### src/rtl/memcfg_pkg.sv
package memcfg_pkg;
  // Number of segment lines above A15 that can be handed to the port.
  localparam int SEG_LINES    = 5;
  // Width of the segment strap code.
  localparam int CODE_W       = 3;
  // Configuration register width and field placement.
  localparam int CFG_W        = 8;
  localparam int SEG_FIELD_LO = 3;
  localparam int ROM2_BIT     = 1;
  // Reset release synchronizer depth.
  localparam int SYNC_STAGES  = 2;

  typedef enum logic {
    PIN_GPIO = 1'b0,
    PIN_ADDR = 1'b1
  } pin_mode_e;
endpackage

### src/rtl/memcfg_rst_sync.sv
module memcfg_rst_sync #(
  parameter int STAGES = 2
) (
  input  logic clk,
  input  logic rst_n,
  output logic rst_sync_n_o
);
  logic [STAGES-1:0] chain_q;
  logic [STAGES-1:0] chain_d;

  always_comb begin
    chain_d = {chain_q[STAGES-2:0], 1'b1};
  end

  always_ff @(posedge clk or negedge rst_n) begin
    if (!rst_n) chain_q <= '0;
    else        chain_q <= chain_d;
  end

  assign rst_sync_n_o = chain_q[STAGES-1];
endmodule

### src/rtl/memcfg_strap_latch.sv
module memcfg_strap_latch #(
  parameter int CODE_W = 3
) (
  input  logic              clk,
  input  logic              capture_i,
  input  logic [CODE_W-1:0] seg_code_i,
  input  logic              rom2_n_i,
  output logic [CODE_W-1:0] seg_code_o,
  output logic              rom2_n_o
);
  // These flops have no reset on purpose. They follow the pins while the
  // internal reset is active and hold their values once it ends.
  logic [CODE_W-1:0] code_q, code_d;
  logic              rom2_q, rom2_d;

  always_comb begin
    code_d = code_q;
    rom2_d = rom2_q;
    if (capture_i) begin
      code_d = seg_code_i;
      rom2_d = rom2_n_i;
    end
  end

  always_ff @(posedge clk) begin
    code_q <= code_d;
    rom2_q <= rom2_d;
  end

  assign seg_code_o = code_q;
  assign rom2_n_o   = rom2_q;
endmodule

### src/rtl/memcfg_seg_decode.sv
module memcfg_seg_decode
  import memcfg_pkg::*;
#(
  parameter int CODE_W    = 3,
  parameter int SEG_LINES = 5
) (
  input  logic                 locked_i,
  input  logic [CODE_W-1:0]    seg_code_i,
  input  logic [SEG_LINES-1:0] seg_addr_i,
  output logic [SEG_LINES-1:0] pin_sel_o,
  output logic [SEG_LINES-1:0] seg_addr_o
);
  localparam int              CODE_MAX = (1 << CODE_W) - 1;
  localparam int              OFFSET   = CODE_MAX - SEG_LINES;
  localparam logic [CODE_W-1:0] OFF    = CODE_W'(OFFSET);

  logic [CODE_W-1:0] line_cnt;

  always_comb begin
    if (seg_code_i > OFF) line_cnt = seg_code_i - OFF;
    else                  line_cnt = '0;
  end

  for (genvar i = 0; i < SEG_LINES; i++) begin : g_pin
    localparam logic [CODE_W-1:0] IDX = CODE_W'(i);
    pin_mode_e mode;
    always_comb begin
      if (locked_i && (line_cnt > IDX)) mode = PIN_ADDR;
      else                              mode = PIN_GPIO;
    end
    assign pin_sel_o[i]  = (mode == PIN_ADDR);
    assign seg_addr_o[i] = seg_addr_i[i] & (mode == PIN_ADDR);
  end
endmodule

### src/rtl/memcfg_cfg_port.sv
module memcfg_cfg_port #(
  parameter int CODE_W  = 3,
  parameter int CFG_W   = 8,
  parameter int SEG_LO  = 3,
  parameter int ROM2_AT = 1
) (
  input  logic              clk,
  input  logic              rst_n,
  input  logic              locked_i,
  input  logic [CODE_W-1:0] seg_code_i,
  input  logic              rom2_en_i,
  input  logic              sw_req_i,
  input  logic              sw_we_i,
  output logic              sw_ack_o,
  output logic [CFG_W-1:0]  sw_rdata_o
);
  logic [CFG_W-1:0] image;
  logic [CFG_W-1:0] rdata_q, rdata_d;
  logic             ack_q, ack_d;
  logic             rd_en;

  always_comb begin
    image                        = '0;
    image[SEG_LO +: CODE_W]      = seg_code_i;
    image[ROM2_AT]               = rom2_en_i;
  end

  // Writes are acknowledged but never load anything.
  assign rd_en = locked_i && sw_req_i && !sw_we_i;

  always_comb begin
    ack_d   = locked_i && sw_req_i;
    rdata_d = rdata_q;
    if (rd_en) rdata_d = image;
  end

  always_ff @(posedge clk or negedge rst_n) begin
    if (!rst_n) begin
      ack_q   <= 1'b0;
      rdata_q <= '0;
    end else begin
      ack_q   <= ack_d;
      rdata_q <= rdata_d;
    end
  end

  assign sw_ack_o   = ack_q;
  assign sw_rdata_o = rdata_q;
endmodule

### src/rtl/memcfg_strap_top.sv
module memcfg_strap_top
  import memcfg_pkg::*;
#(
  parameter int LINES  = SEG_LINES,
  parameter int CW     = CODE_W,
  parameter int RW     = CFG_W,
  parameter int SYNC_N = SYNC_STAGES
) (
  input  logic          clk,
  input  logic          rst_n,
  input  logic [CW-1:0] strap_seg_i,
  input  logic          strap_rom2_n_i,
  input  logic [LINES-1:0] seg_addr_i,
  input  logic          rom2_sel_i,
  input  logic          sw_req_i,
  input  logic          sw_we_i,
  output logic [LINES-1:0] pin_sel_o,
  output logic [LINES-1:0] seg_addr_o,
  output logic          rom2_cs_n_o,
  output logic          sw_ack_o,
  output logic [RW-1:0] sw_rdata_o
);
  logic          locked;
  logic [CW-1:0] seg_code;
  logic          rom2_n_q;
  logic          rom2_en;

  memcfg_rst_sync #(.STAGES(SYNC_N)) u_sync (
    .clk          (clk),
    .rst_n        (rst_n),
    .rst_sync_n_o (locked)
  );

  memcfg_strap_latch #(.CODE_W(CW)) u_latch (
    .clk        (clk),
    .capture_i  (!locked),
    .seg_code_i (strap_seg_i),
    .rom2_n_i   (strap_rom2_n_i),
    .seg_code_o (seg_code),
    .rom2_n_o   (rom2_n_q)
  );

  memcfg_seg_decode #(.CODE_W(CW), .SEG_LINES(LINES)) u_dec (
    .locked_i   (locked),
    .seg_code_i (seg_code),
    .seg_addr_i (seg_addr_i),
    .pin_sel_o  (pin_sel_o),
    .seg_addr_o (seg_addr_o)
  );

  assign rom2_en     = locked && !rom2_n_q;
  assign rom2_cs_n_o = !(rom2_en && rom2_sel_i);

  memcfg_cfg_port #(
    .CODE_W(CW), .CFG_W(RW), .SEG_LO(SEG_FIELD_LO), .ROM2_AT(ROM2_BIT)
  ) u_port (
    .clk        (clk),
    .rst_n      (rst_n),
    .locked_i   (locked),
    .seg_code_i (seg_code),
    .rom2_en_i  (rom2_en),
    .sw_req_i   (sw_req_i),
    .sw_we_i    (sw_we_i),
    .sw_ack_o   (sw_ack_o),
    .sw_rdata_o (sw_rdata_o)
  );
endmodule

### config.mk
export PLATFORM = sky130hd
export DESIGN_NAME = memcfg_strap_top
export DESIGN_NICKNAME = d
export VERILOG_FILES = /design/src/rtl/memcfg_pkg.sv /design/src/rtl/memcfg_rst_sync.sv /design/src/rtl/memcfg_strap_latch.sv /design/src/rtl/memcfg_seg_decode.sv /design/src/rtl/memcfg_cfg_port.sv /design/src/rtl/memcfg_strap_top.sv
export SDC_FILE = /design/constraint.sdc
export NUM_CORES = 1
export LEC_CHECK = 0
export BUFFER_PORTS_ARGS = -buffer_cell sky130_fd_sc_hd__buf_2
export CAP_MARGIN = 25
export CORE_AREA = 2 2 39 41
export CTS_BUF_LIST = sky130_fd_sc_hd__clkbuf_2 sky130_fd_sc_hd__clkbuf_4 sky130_fd_sc_hd__clkbuf_8
export DETAILED_ROUTE_END_ITERATION = 7
export DIE_AREA = 0 0 41 43
export MAX_ROUTING_LAYER = met4
export PLACE_DENSITY = 0.86
export SETUP_SLACK_MARGIN = 0.15
export SLEW_MARGIN = 20
export SYNTH_ARGS = -nofsm -noshare
export SYNTH_HDL_FRONTEND = slang
export SYNTH_SLANG_ARGS = --single-unit
### constraint.sdc
create_clock -name clk -period 1.22 [get_ports clk]
set_clock_uncertainty 0.05 [all_clocks]
set_input_delay 0.122 -clock clk [delete_from_list [all_inputs] [get_ports clk]]
set_output_delay 0.122 -clock clk [all_outputs]
set_load 0.1 [all_outputs]
# After elaboration in Yosys (flattened, before gate mapping)
# Index checks and enable logic that the tools add are counted.
# W data, S select, Z words.
[word_totals]
out_inout_bits = 20
regBits = 11
[op_classes]
n_mux = 6
n_bitwise = 5
addsub = 1
magnitude_cmp = 6
n_reduce_logical = 12
[ops]
columns = ["cell", "count"]
rows = [
  ["$gt A3 B2 Y1 const B", 3],
  ["$logic_and A1 B1 Y1", 9],
  ["$gt A3 B1 Y1 const B", 2],
  ["$and A1 B1 Y1", 5],
  ["$mux W1", 5],
  ["$gt A3 B3 Y1 const B", 1],
  ["$logic_not A1 Y1", 3],
  ["$mux W3", 1],
  ["$sub A3 B2 Y3 const B", 1],
]

# Logic depth before layout (Yosys ltp)
# Gate-level depths: netlist of run 1.
[depth]
word_depth = 6
depth_mapped = 3

# Cells and area by module
# A second synthesis of run 1 with hierarchy kept.
[unflattened]
hier_cells = 43
area_unflattened_um2 = 558.0
[modules_own_cells]
columns = ["mod", "cells_per_inst", "seq_area_each_um2", "instances", "area_per_inst_um2"]
rows = [
  ["memcfg_cfg_port", 16, 125.1, 1, 246.5],
  ["memcfg_strap_latch", 4, 120.1, 1, 120.1],
  ["memcfg_seg_decode", 17, 0.0, 1, 117.6],
  ["memcfg_rst_sync", 3, 50.0, 1, 53.8],
  ["memcfg_strap_top", 3, 0.0, 1, 20.0],
]

# Worst setup path after synthesis of run 1
# Ideal clock, no wire load.
[synth_path]
kind = "reg-to-output"
startpoint = "register u_sync.chain_q[1]"
endpoint = "output seg_addr_o[0]"
slack_ns = -1.760
path_buffers = 0
required_ns = 1.048
path_stages_with_launch = 3
arrival_time_ns = 2.808
cell_sequence = "dfrtp_1 inv_1 nor3b_1"
[synth_via]
elab_chain_cells = 3
[synth_lines]
columns = ["element", "line", "rtl"]
rows = [
  ["from (decl)", "memcfg_rst_sync.sv:8", "logic [STAGES-1:0] chain_q;"],
  ["from (signal assigned)", "memcfg_rst_sync.sv:17", "else chain_q <= chain_d;"],
  ["$logic_and A1 B1 Y1", "memcfg_seg_decode.sv:28", "if (locked_i && (line_cnt > IDX)) mode = PIN_ADDR;"],
  ["$mux W1", "memcfg_seg_decode.sv:28", ""],
  ["$and A1 B1 Y1", "memcfg_seg_decode.sv:32", "assign seg_addr_o[i] = seg_addr_i[i] & (mode == PIN_ADDR);"],
  ["to (decl)", "memcfg_strap_top.sv:18", "output logic [LINES-1:0] seg_addr_o,"],
]
# No other way between the ends.

# Worst setup path after layout of run 1
[layout_path]
startpoint = "register u_latch.code_q[0] (netlist: u_latch.seg_code_o[0])"
endpoint = "output seg_addr_o[0]"
[layout_via]
elab_chain_cells = 6
[layout_lines]
columns = ["element", "line", "rtl"]
rows = [
  ["from (decl)", "memcfg_strap_latch.sv:13", "logic [CODE_W-1:0] code_q, code_d;"],
  ["from (signal assigned)", "memcfg_strap_latch.sv:26", "code_q <= code_d;"],
  ["$sub A3 B2 Y3 or $gt A3 B2 Y1 (tied branches)", "memcfg_seg_decode.sv:20", "if (seg_code_i > OFF) line_cnt = seg_code_i - OFF;"],
  ["$mux W3 *", "memcfg_seg_decode.sv:20", ""],
  ["$gt A3 B1 Y1 *", "memcfg_seg_decode.sv:28", ""],
  ["$logic_and A1 B1 Y1 *", "memcfg_seg_decode.sv:28", ""],
  ["$mux W1 *", "memcfg_seg_decode.sv:28", ""],
  ["$and A1 B1 Y1 *", "memcfg_seg_decode.sv:32", ""],
]
# Mark *: on every way between the ends. The rest lies on a longest branch, timed or not.

==> results of run 1 <==
==> cells in the mapped netlist <==
| master | count | share of area (%) |
|---|---|---|
| and2_1 | 1 | 1.1 |
| inv_1 | 2 | 1.4 |
| edfxtp_1 | 4 | 22 |
| nand3b_4 | 1 | 3.7 |
| conb_1 | 2 | 1.4 |
| and3_1 | 1 | 1.1 |
| o21a_1 | 1 | 1.4 |
| nand3b_1 | 1 | 1.4 |
| nor3b_1 | 1 | 1.4 |
| and2_4 | 1 | 1.6 |
| mux2i_1 | 1 | 1.8 |
| a21oi_1 | 1 | 0.91 |
| nor2_1 | 1 | 0.69 |
| and3_2 | 2 | 2.7 |
| o211a_1 | 1 | 1.8 |
| and4_1 | 1 | 1.6 |
| dfrtp_1 | 7 | 32 |
| mux2_4 | 3 | 8.2 |
| and2_2 | 1 | 1.4 |
| buf_4 | 9 | 12 |
==> power groups by stage <==
stage	Clock [mW]	Sequential [mW]	Combinational [mW]
final	0.261	0.479	0.711
after global routing	0.293	0.482	0.732
after CTS	0.266	0.476	0.696
after detailed placement	0	0.487	0.651
after global placement	0	0.483	0.643
after floorplan	0	0.669	0.257
==> registers in the layout, summed over array words and instances, names as in the netlist <==
signal / flops
u_latch.seg_code_o: 3
u_port.sw_rdata_o: 4
u_latch.rom2_n_o: 1
u_port.sw_ack_o: 1
u_sync.chain_q: 2
==> repair_timing <==
action,in CTS,in global routing
hold buffers,5,0
setup endpoints to repair,18,19
resized for setup,6,7
buffers inserted,5,3
pin swaps,8,6
hold endpoints to repair,11,0
==> kinds of logic after synthesis <==
| kind of cell | Yosys count | synth area share (%) |
|---|---|---|
| mux | 4 | 10.1 |
| other cells | 2 | 1.37 |
| buf+inv | 11 | 13.7 |
| flops | 11 | 54.0 |
| simple gates | 11 | 16.7 |
| compound gates | 3 | 4.12 |
==> stage by stage <==
| stage | power, mW | setup TNS [ns] | setup WS [ns] | hold WS, ns | utilization (%) |
|---|---|---|---|---|---|
| 4_1_cts | 1.44 | -2.04 | -0.216 | 0.0856 | 77.8 |
| 3_5_place_dp | 1.14 | -0.000858 | -0.000858 | -0.0911 | 67.9 |
| 3_3_place_gp | 1.13 | 0 | 0.0237 | -0.0962 | 67.9 |
| 2_1_floorplan | 0.926 | -0.745 | -0.307 | -0.224 | - |
| 5_1_grt | 1.51 | -2.85 | -0.293 | 0.0902 | 81.3 |
| 6_report | 1.45 | -2.23 | -0.231 | 0.0927 | 81.3 |
==> routing by layer <==
metal  wire [um]  global-route usage (%)  vias to the layer above
met3          69                    7.85                        2
li1            -                       -                      214
met4           6                    4.00                        0
met2         729                    26.3                       18
met1         519                    17.9                      207
met5           0                       -                        -
==> how the worst max path moves through the flow <==
stage / cells past startpoint / slack (ns) / end / startpoint
2_1_floorplan: 2 / -0.31 / seg_addr_o[0] / u_latch.seg_code_o[1]
4_1_cts: 3 / -0.22 / seg_addr_o[0] / u_latch.seg_code_o[0]
3_3_place_gp: 3 / 0.02 / seg_addr_o[4] / u_latch.seg_code_o[2]
3_5_place_dp: 3 / -0.0009 / seg_addr_o[3] / u_latch.seg_code_o[1]
5_1_grt: 3 / -0.29 / seg_addr_o[0] / u_latch.seg_code_o[0]
6_report: 3 / -0.23 / seg_addr_o[0] / u_latch.seg_code_o[0]
==> area by class of cell <==
class / instances / area, um2 / area share, %
Clock buffer: 4 / 30.0 / 2.67
Inverter: 2 / 7.51 / 0.667
Multi-Input combinational cell: 23 / 223 / 19.8
Sequential cell: 11 / 309 / 27.5
Tap cell: 16 / 20.0 / 1.78
Timing Repair Buffer: 45 / 536 / 47.6
==> worst max-delay path, stage by stage (launching register included) <==
cell	delay, ns
edfxtp_1	0.46
a21oi_2	0.12
nor3b_4	0.24
buf_12	0.20
==> results.md, run 1 <==
- The flow ran to the end, but the final reports show violations.
- The final reports fail on negative setup slack.
- The clock-pin slew reported for the worst setup and hold paths after clock tree synthesis is 0.07 ns.
- The die footprint is 0.00176 mm2.
- The cell total after placement is 84.
- The first TritonRoute pass finished after 2 iterations.
- The critical path is of the reg -> out type.
- The endpoint identified for the worst register-to-register timing path is u_port.sw_rdata_o[5].
- The total power divided by cell area is 1290 mW/mm2.
- 0 antenna diodes ended up in the layout.
- The clock passes through at most 2 buffers.
- The destination of the worst hold path is u_port.sw_ack_o.
- Fill cells in the final layout number 75.
- The instance area after placement is 940 um2.
- The floorplan step defined a core boundary enclosing 0.00138 mm2.
- In this run the clock root is driven by a clkbuf_4.
- The number of nets still failing antenna checks after routing is 0.
- The fraction of final layout cells sized beyond drive strength 1 is 75.3%.
- In this run the horizontal extent of the chip is 41 um.
- STA classifies the critical path startpoint as a flop.
- The post-route standard cell area excluding fillers is 0.00112 mm2.
- The violation count after the first detailed-routing iteration is 1.
- Counting I/O delays and the setup requirement, the final critical path takes 1.45 ns.
- The leading cell type in the layout, fill and taps excluded is buf_12.
- The via count of the first global-routing pass is 422.
- The analysis attributes to cell leakage a power of 0.541 nW.
- During placement, the flow inserted port buffers numbering 29.
- The worst register-to-register path has a depth of 4.
- Routability-driven placement finished with a final weighted congestion of 0.565.
- The clock latency reported for the late side of the worst-skew pair is 0.27 ns.
- The level count of the clock H-tree is 1.
- The number of sinks driven by the clock tree is 11.
- Of the available clock period, the critical path in the final layout requires 119%.
- The net count of the finished layout is 100.
- The total DRC errors in the routed layout is 0.
- The detail-routed net length per standard cell is 13.1 um.
- At the worst endpoint, the required time is 1.05 ns.
- The initial antenna violation count is 0.
- The worst setup path is captured at a primary output.
- From bottom edge to top edge, the die measures 43 um.
- The max capacitance violation total is 0.
- The minimum setup slack in the final design is -0.231 ns.
- The internal power summed over all cells is 854 uW.
- For this run the aggregate overflow at the end of global routing stands at 0.
- The synthesized area per cell is 13.0 um2.
- The post-layout instance count excluding filler cells is 101.
- Summing every instance area after synthesis gives 547 um2.
- The total number of yosys warnings is 0.
- The overall global routing resource usage is 16.5%.
- Synthesis produced 42 cells.
- The via count of the routed design is 441.
- The number of pins with negative max-slew slack in the final report is 0.
- The library cells used most frequently in the layout, excluding fill and tap cells, are buf_12 (15), buf_2 (13), buf_6 (6).
- After synthesis, flip-flops and latches occupy 54.0% of the total area.
- The worst-case IR drop observed on VDD is 0.000983 V.
- In this run the register-to-register setup slack is -0.06 ns.
- Once the floorplan was initialized, standard cells occupied 39.5% of the core.
- The number of hold violations in the final report is 0.
- The clock group share of total power is 18.0%.
- The post-synthesis register bit count is 11.
- The combinational share of power is 49.0%.
- The final routed wirelength across all metal layers is 1330 um.
- The first global-routing pass estimated 1820 um of wire.
- The worst hold path class is in -> reg.
- Setup repair after global routing could not meet its margin everywhere.
- The CTS buffer count is 3.
- The largest net degree at the start of global routing is 8.
- The net switching fraction of the power is 41.2%.
- Counting distinct cell types in the post-synthesis netlist gives 20.
- Setup violations remaining at the end of the flow were counted as 15.
- The maximum clock rate is 0.689 GHz.
- STA puts the critical path data arrival time at 1.28 ns.
- The startpoint identified for the worst hold timing path is sw_req_i.
- Dividing the detail-routed via count by the number of cells gives 4.37.
- The switching power summed over all nets is 597 uW.
- The number of I/O pins is 34.
- The floorplan has 14 rows.
- From synthesis to final layout, the design area changed by 106%.
- The portion of total power attributed to sequential cells is 33.0%.
- The worst hold path was traced through 2 stages.
- Of all nets on the critical path, the largest fanout is 5.
- The post-detailed-placement half-perimeter wirelength is 896 um.
- The startpoint of the worst-slack reg-to-reg timing path is u_sync.chain_q[1].
- TritonCTS built the clock tree.
Note: power is estimated with default switching activity, not from simulation.
==> inputs of run 2 (changes only) <==
Settings changed: GPL_TIMING_DRIVEN from default to 0, RECOVER_POWER from default to 50.
==> results.md, run 2 (same netlist as run 1, synthesis figures left out) <==
- The detail-routed net length per standard cell is 16.7 um (+27%).
- The CTS buffer count is 3 (unchanged).
- The routability-driven placement congestion ratio is 0.566 (+0.25%).
- The checks that failed: negative setup slack.
- The count of input and output buffers is 29 (unchanged).
- The number of nets still failing antenna checks after routing is 0 (unchanged).
- The total DRC errors in the routed layout is 0 (unchanged).
- The number of nets in the layout was 109 (+9.0%).
- The net switching fraction of the power is 41.6% (+0.38 points).
- The total grt overflow came to 0 (unchanged).
- The tree is rooted in a clkbuf_4.
- The final routed wirelength across all metal layers is 1840 um (+39%).
- The TritonCTS clock tree is built.
- The startpoint identified for the worst register-to-register timing path is u_sync.chain_q[1].
- The minimum setup slack in the final design is -0.327 ns (-0.0962 ns).
- The worst setup path is launched from a flop.
- In this run the most critical hold path is launched from sw_req_i.
- The via count of the routed design is 494 (+12%).
- The maximum number of buffers from clock root to sink was 2 (unchanged).
- The largest net degree at the start of global routing is 8 (unchanged).
- The start-to-end type of the worst setup path is reg -> out.
- The post-detailed-placement half-perimeter wirelength was 735 um (-18%).
- The required time of the critical path is 1.05 ns (about the same).
- The initial antenna violation count is 0 (unchanged).
- The horizontal die dimension is 41 um (unchanged).
- The clock group share of total power came to 18.0% (about the same).
- The via count of the first global-routing pass was 473 (+12%).
- The switching power summed over all nets is 623 uW (+4.3%).
- The portion of total power attributed to sequential cells is 32.1% (-0.9 points).
- Setup repair after global routing could not meet its margin everywhere.
- The maximum fanout along the worst path was 5 (unchanged).
- The die footprint came to 0.00176 mm2 (unchanged).
- STA classifies the critical path endpoint as a primary output.
- The number of sinks driven by the clock tree is 11 (unchanged).
- The level count of the clock H-tree was 1 (unchanged).
- The max capacitance violation total is 0 (unchanged).
- The overall global routing resource usage was 22.7% (+6.2 points).
- The arrival time at the worst endpoint is 1.38 ns (+0.10 ns).
- The die height is 43 um (unchanged).
- The fraction of final layout cells sized beyond drive strength 1 is 75.5% (+0.24 points).
- The number of endpoints failing setup at the final stage was 14 (-1).
- The clock-pin slew reported for the worst setup and hold paths after clock tree synthesis is 0.07 ns (about the same).
- The floorplan row count was 14 (unchanged).
- The number of fillers in the final layout is 65 (-13%).
- The detailed-routed wire length on met3 came to 91 um (+32%).
- The library cell used most frequently in the layout, excluding fill and tap cells, is buf_12.
- The violation count after the first detailed-routing iteration came to 5 (+4).
- The number of pins with negative max-slew slack in the final report is 0 (unchanged).
- The run finished, with violations left.
- The clock latency reported for the late side of the worst-skew pair is 0.27 ns (about the same).
- The number of hold violations in the final report is 0 (unchanged).
- The total power divided by cell area is 1240 mW/mm2 (-3.7%).
- The met2 wirelength from detailed routing is 1050 um (+44%).
- The top cell types in the final layout, fill and taps aside, are buf_12 (15), buf_6 (12), buf_2 (12).
- The flip-flop count of the largest register after layout is 4 (unchanged).
- The first-pass GRT wire length is 2370 um (+30%).
- The average vias per placed instance is 4.49 (+2.9%).
- Relative to the synthesized area, the layout overhead comes to 121%.
- The post-layout instance count excluding filler cells is 110 (+8.9%).
- The footprint of the multi-input gates was 216 um2 (-2.8%).
- The cell total after placement is 90 (+7.1%).
- The final period demand of the worst path is 1.55 ns (+0.0962 ns).
- The total core area came to 0.00138 mm2 (unchanged).
- The final worst-path cycle share came to 127% (+7.9 points).
- The first-pass detailed-route iteration total is 4 (+2).
- The total leakage power was 0.592 nW (+9.5%).
- The maximum clock rate is 0.646 GHz (-6.2%).
- The internal power summed over all cells is 877 uW (+2.7%).
- The setup slack after placement came to -0.235 ns (-0.234 ns).
- The routed metal-1 wirelength is 667 um (+29%).
- The area taken by flip-flops and latches is 309 um2 (unchanged).
- The combinational share of power is 50.0% (+1.0 points).
- The worst hold path class is in -> reg.
- The number of I/O pins is 34 (unchanged).
- The highest routed metal layer is met4.
- The timing startpoint of the critical path is u_latch.seg_code_o[1].
- The peak supply drop is 0.000987 V (+0.32%).
- The count of inserted antenna diode cells is 0 (unchanged).
- The effective utilization at floorplan is 39.5% (unchanged).
## run 2: worst paths after layout
kind / to / slack (ns) / cells after the start
worst max-delay path: pin_sel_o[4] / -0.33 / 4
worst min register to register: u_sync.chain_q[1] / 0.29 / 0
max in group asynchronous: u_port.sw_rdata_o[1] / 0.60 / 2
worst max register to register: u_port.sw_rdata_o[5] / -0.06 / 4
worst min-delay path: u_port.sw_ack_o / 0.1 / 2
min in group asynchronous: u_port.sw_rdata_o[4] / 0.21 / 2
## run 2: metrics by stage
stage / hold slack (ns) / TNS [ns] / utilization (%) / power (mW) / cell area [um2]
6_report: 0.0951 / -3.05 / 87.3 / 1.50 / 1210
2_1_floorplan: -0.224 / -0.745 / - / 0.926 / 618
5_1_grt: 0.0844 / -3.61 / 87.3 / 1.56 / 1210
4_1_cts: 0.0836 / -2.57 / 82.4 / 1.45 / 1140
3_3_place_gp: -0.0966 / -1.36 / 56.6 / 0.996 / 783
3_5_place_dp: -0.0907 / -1.39 / 56.6 / 1.00 / 783
## run 2: area by class of cell
class / count / area share [%]
repair buffers: 45 / 43.8
flip-flops and latches: 11 / 25.6
multi-input cells: 23 / 17.9
plain buffers: 9 / 7.88
clock buffers: 4 / 2.49
well taps: 16 / 1.66
inverters: 2 / 0.622
## run 2: power groups by stage
stage / clock network (mW) / registers (mW) / logic, mW
after floorplan: 0 / 0.669 / 0.257
after global placement: 0 / 0.470 / 0.526
after detailed placement: 0 / 0.472 / 0.531
after CTS: 0.273 / 0.473 / 0.701
after global routing: 0.301 / 0.484 / 0.772
final: 0.270 / 0.481 / 0.749
## run 2: routing by layer
metal	vias to the layer above	global-route usage [%]
met5	-	-
met4	0	8.67
met3	4	9.42
met2	24	38.4
met1	233	21.3
li1	233	-
## run 2: what timing repair did
action / CTS / global route
pin swaps: 6 / 2
setup endpoints to repair: 19 / 19
endpoints found under the hold margin: 11 / 0
hold buffers: 5 / 0
resized for setup: 61 / 10
setup buffers: 7 / 4
## run 2: critical path, stage by stage, from the launching register on
cell,delay (ns)
edfxtp_1,0.48
buf_6,0.17
and3_4,0.18
buf_6,0.12
buf_12,0.15
==> inputs of run 3 (changes only) <==
Settings changed: CORE_AREA 2 2 39 41 to default, CORE_UTILIZATION from default to 38, DIE_AREA 0 0 41 43 to default, PLACE_DENSITY 0.86 to 0.84.
Clock period 1.22 ns to 1.3 ns, I/O delays scaled along.
==> results.md, run 3 (same netlist as run 1, synthesis figures left out) <==
- The detail-routed net length per standard cell was 15.3 um (-8.1%).
- The final routed wirelength across all metal layers was 1630 um (-11%).
- The net switching fraction of the power is 43.9% (+2.4 points).
- The internal power summed over all cells is 727 uW (-17%).
- The library cells used most frequently in the layout, excluding fill and tap cells, are buf_4 (15), buf_2 (12), buf_6 (8), buf_12 (8).
- The delay of the slowest critical-path stage came to 0.48 ns (about the same).
- The accumulated negative setup slack was -2.12 ns (+0.932 ns).
- The post-layout instance count excluding filler cells was 106 (-3.6%).
- The level count of the clock H-tree is 1 (unchanged).
- The count of inserted antenna diode cells is 0 (unchanged).
- The clock group share of total power is 20.5% (+2.5 points).
- The initial antenna violation count is 0 (unchanged).
- The total core area came to 0.00132 mm2 (-4.8%).
- The count of input and output buffers is 29 (unchanged).
- The max capacitance violation total is 0 (unchanged).
- The number of hold violations in the final report is 0 (unchanged).
- The first-pass detailed-route iteration total was 4 (unchanged).
- Leaving out fill and tap cells, the most frequent cell in the layout is buf_4.
- The total grt overflow is 0 (unchanged).
- The maximum fanout along the worst path is 5 (unchanged).
- The number of pins with negative max-slew slack in the final report is 0 (unchanged).
- The flow ran to the end, but the final reports show violations.
- The CTS buffer count is 3 (unchanged).
- The overall global routing resource usage was 21.4% (-1.2 points).
- The portion of total power attributed to sequential cells is 33.0% (+0.9 points).
- The start-to-end type of the worst setup path is reg -> out.
- The effective utilization at floorplan is 41.5% (+2.0 points).
- The clock-pin slew reported for the worst setup and hold paths after clock tree synthesis is 0.08 ns (about the same).
- The maximum clock rate is 0.643 GHz.
- The slowest cell on the critical path is edfxtp_1.
- The number of fillers in the final layout was 61 (-6.2%).
- The minimum setup slack in the final design is -0.254 ns (+0.0729 ns).
- The final worst hold slack is 0.0887 ns (-0.00634 ns).
- The total leakage power was 0.548 nW (-7.5%).
- The total DRC errors in the routed layout is 0 (unchanged).
- The signal on the critical path passes through buf_4 -> and3_4 -> buf_6 -> buf_12.
- The total power divided by cell area is 1200 mW/mm2 (-3.7%).
- The average vias per placed instance is 4.44 (-1.1%).
- STA classifies the critical path startpoint as a flop.
- The number of I/O pins is 34 (unchanged).
- The via count of the first global-routing pass was 478 (+1.1%).
- The first-pass GRT wire length came to 2110 um (-11%).
- The tree is rooted in a clkbuf_4.
- The number of sinks driven by the clock tree is 11 (unchanged).
- The number of nets in the layout is 106 (-2.8%).
- Setup repair after global routing could not meet its margin everywhere.
- The die height is 39.9 um (-7.1%).
- The final worst-path cycle share is 120%.
- The worst hold path class is in -> reg.
- The fraction of final layout cells sized beyond drive strength 1 is 74.7% (-0.81 points).
- The area growth from synthesis to layout is 98.2%.
- The worst setup path is captured at a primary output.
- The clock latency reported for the late side of the worst-skew pair is 0.27 ns (about the same).
- The number of nets still failing antenna checks after routing is 0 (unchanged).
- The largest net degree at the start of global routing is 8 (unchanged).
- The maximum number of buffers from clock root to sink was 2 (unchanged).
- The peak supply drop is 0.00104 V (+5.2%).
- The flip-flop count of the largest register after layout was 4 (unchanged).
- The cell total after placement is 89 (-1.1%).
- The via count of the routed design came to 471 (-4.7%).
- After layout, the minimum clock period comes to 1.55 ns.
- The violation count after the first detailed-routing iteration is 3 (-2).
- The switching power summed over all nets is 569 uW (-8.6%).
- The combinational share of power is 46.5% (-3.5 points).
- The final reports fail on negative setup slack.
- The floorplan row count was 13 (-1).
- The post-detailed-placement half-perimeter wirelength is 787 um (+7.2%).
- The horizontal die dimension is 39.9 um (-2.6%).
- The number of endpoints failing setup at the final stage is 10 (-4).
- The required time of the critical path is 1.12 ns (+0.07 ns).
- The TritonCTS clock tree is built.
- The arrival time at the worst endpoint was 1.37 ns (about the same).
- The die footprint is 0.00159 mm2 (-9.6%).
- The routability-driven placement congestion ratio is 0.680 (+20%).
[run 3: cell types whose count changed in the layout (fill, tap and decap cells not counted), sizes merged]
cell  change
buf       -3
[run 3: path summary, 6_finish.rpt]
kind	startpoint	to	slack, ns	cells after the start
min reg2reg	u_sync.chain_q[0]	u_sync.chain_q[1]	0.31	0
max	u_latch.seg_code_o[1]	pin_sel_o[4]	-0.25	4
max in group asynchronous	rst_n	u_sync.chain_q[1]	0.63	2
min in group asynchronous	rst_n	u_sync.chain_q[0]	0.25	2
min	sw_req_i	u_port.sw_ack_o	0.09	2
max reg2reg	u_latch.seg_code_o[2]	u_port.sw_rdata_o[5]	0.03	4
[run 3: metrics by stage]
stage | power, mW | util [%] | worst slack [ns] | area, um2
2_1_floorplan | 0.851 | - | -0.235 | 587
3_3_place_gp | 0.917 | 57.0 | -0.159 | 751
3_5_place_dp | 0.924 | 57.0 | -0.159 | 751
4_1_cts | 1.27 | 79.8 | -0.220 | 1050
5_1_grt | 1.34 | 82.2 | -0.301 | 1080
6_report | 1.30 | 82.2 | -0.254 | 1080
[run 3: per-layer routing]
layer	track usage (%)	vias up	wire length [um]
met3	3.33	0	77
met1	24.8	226	610
met4	7.76	0	0
met5	-	-	0
li1	-	226	-
met2	37.1	19	940
[run 3: layout make-up]
class                   count  area, um2  area share [%]
plain buffers               9       78.8            7.27
well taps                  15       18.8            1.73
flip-flops and latches     11        302            27.8
repair buffers             42        428            39.5
clock buffers               4       30.0            2.77
multi-input cells          23        216            20.0
inverters                   2       10.0           0.924
[run 3: worst max-delay path, delay by kind of cell, from the launching register on]
family / cells / cell delay [ns]
simple gates: 1 / 0.17
flops: 1 / 0.48
buf+inv: 3 / 0.45
[run 3: power by group through the flow]
stage                     clock network (mW)  registers, mW  logic, mW
final                                  0.265          0.428      0.603
after global routing                   0.288          0.432      0.616
after CTS                              0.261          0.426      0.586
after detailed placement                   0          0.434      0.491
after global placement                     0          0.433      0.485
after floorplan                            0          0.617      0.233
[run 3: repair_timing]
action / CTS / global route
setup buffers: 5 / 3
endpoints found under the setup margin: 16 / 14
endpoints found under the hold margin: 11 / 0
resized for setup: 52 / 3
hold buffers: 5 / 0
pin swaps: 5 / 1
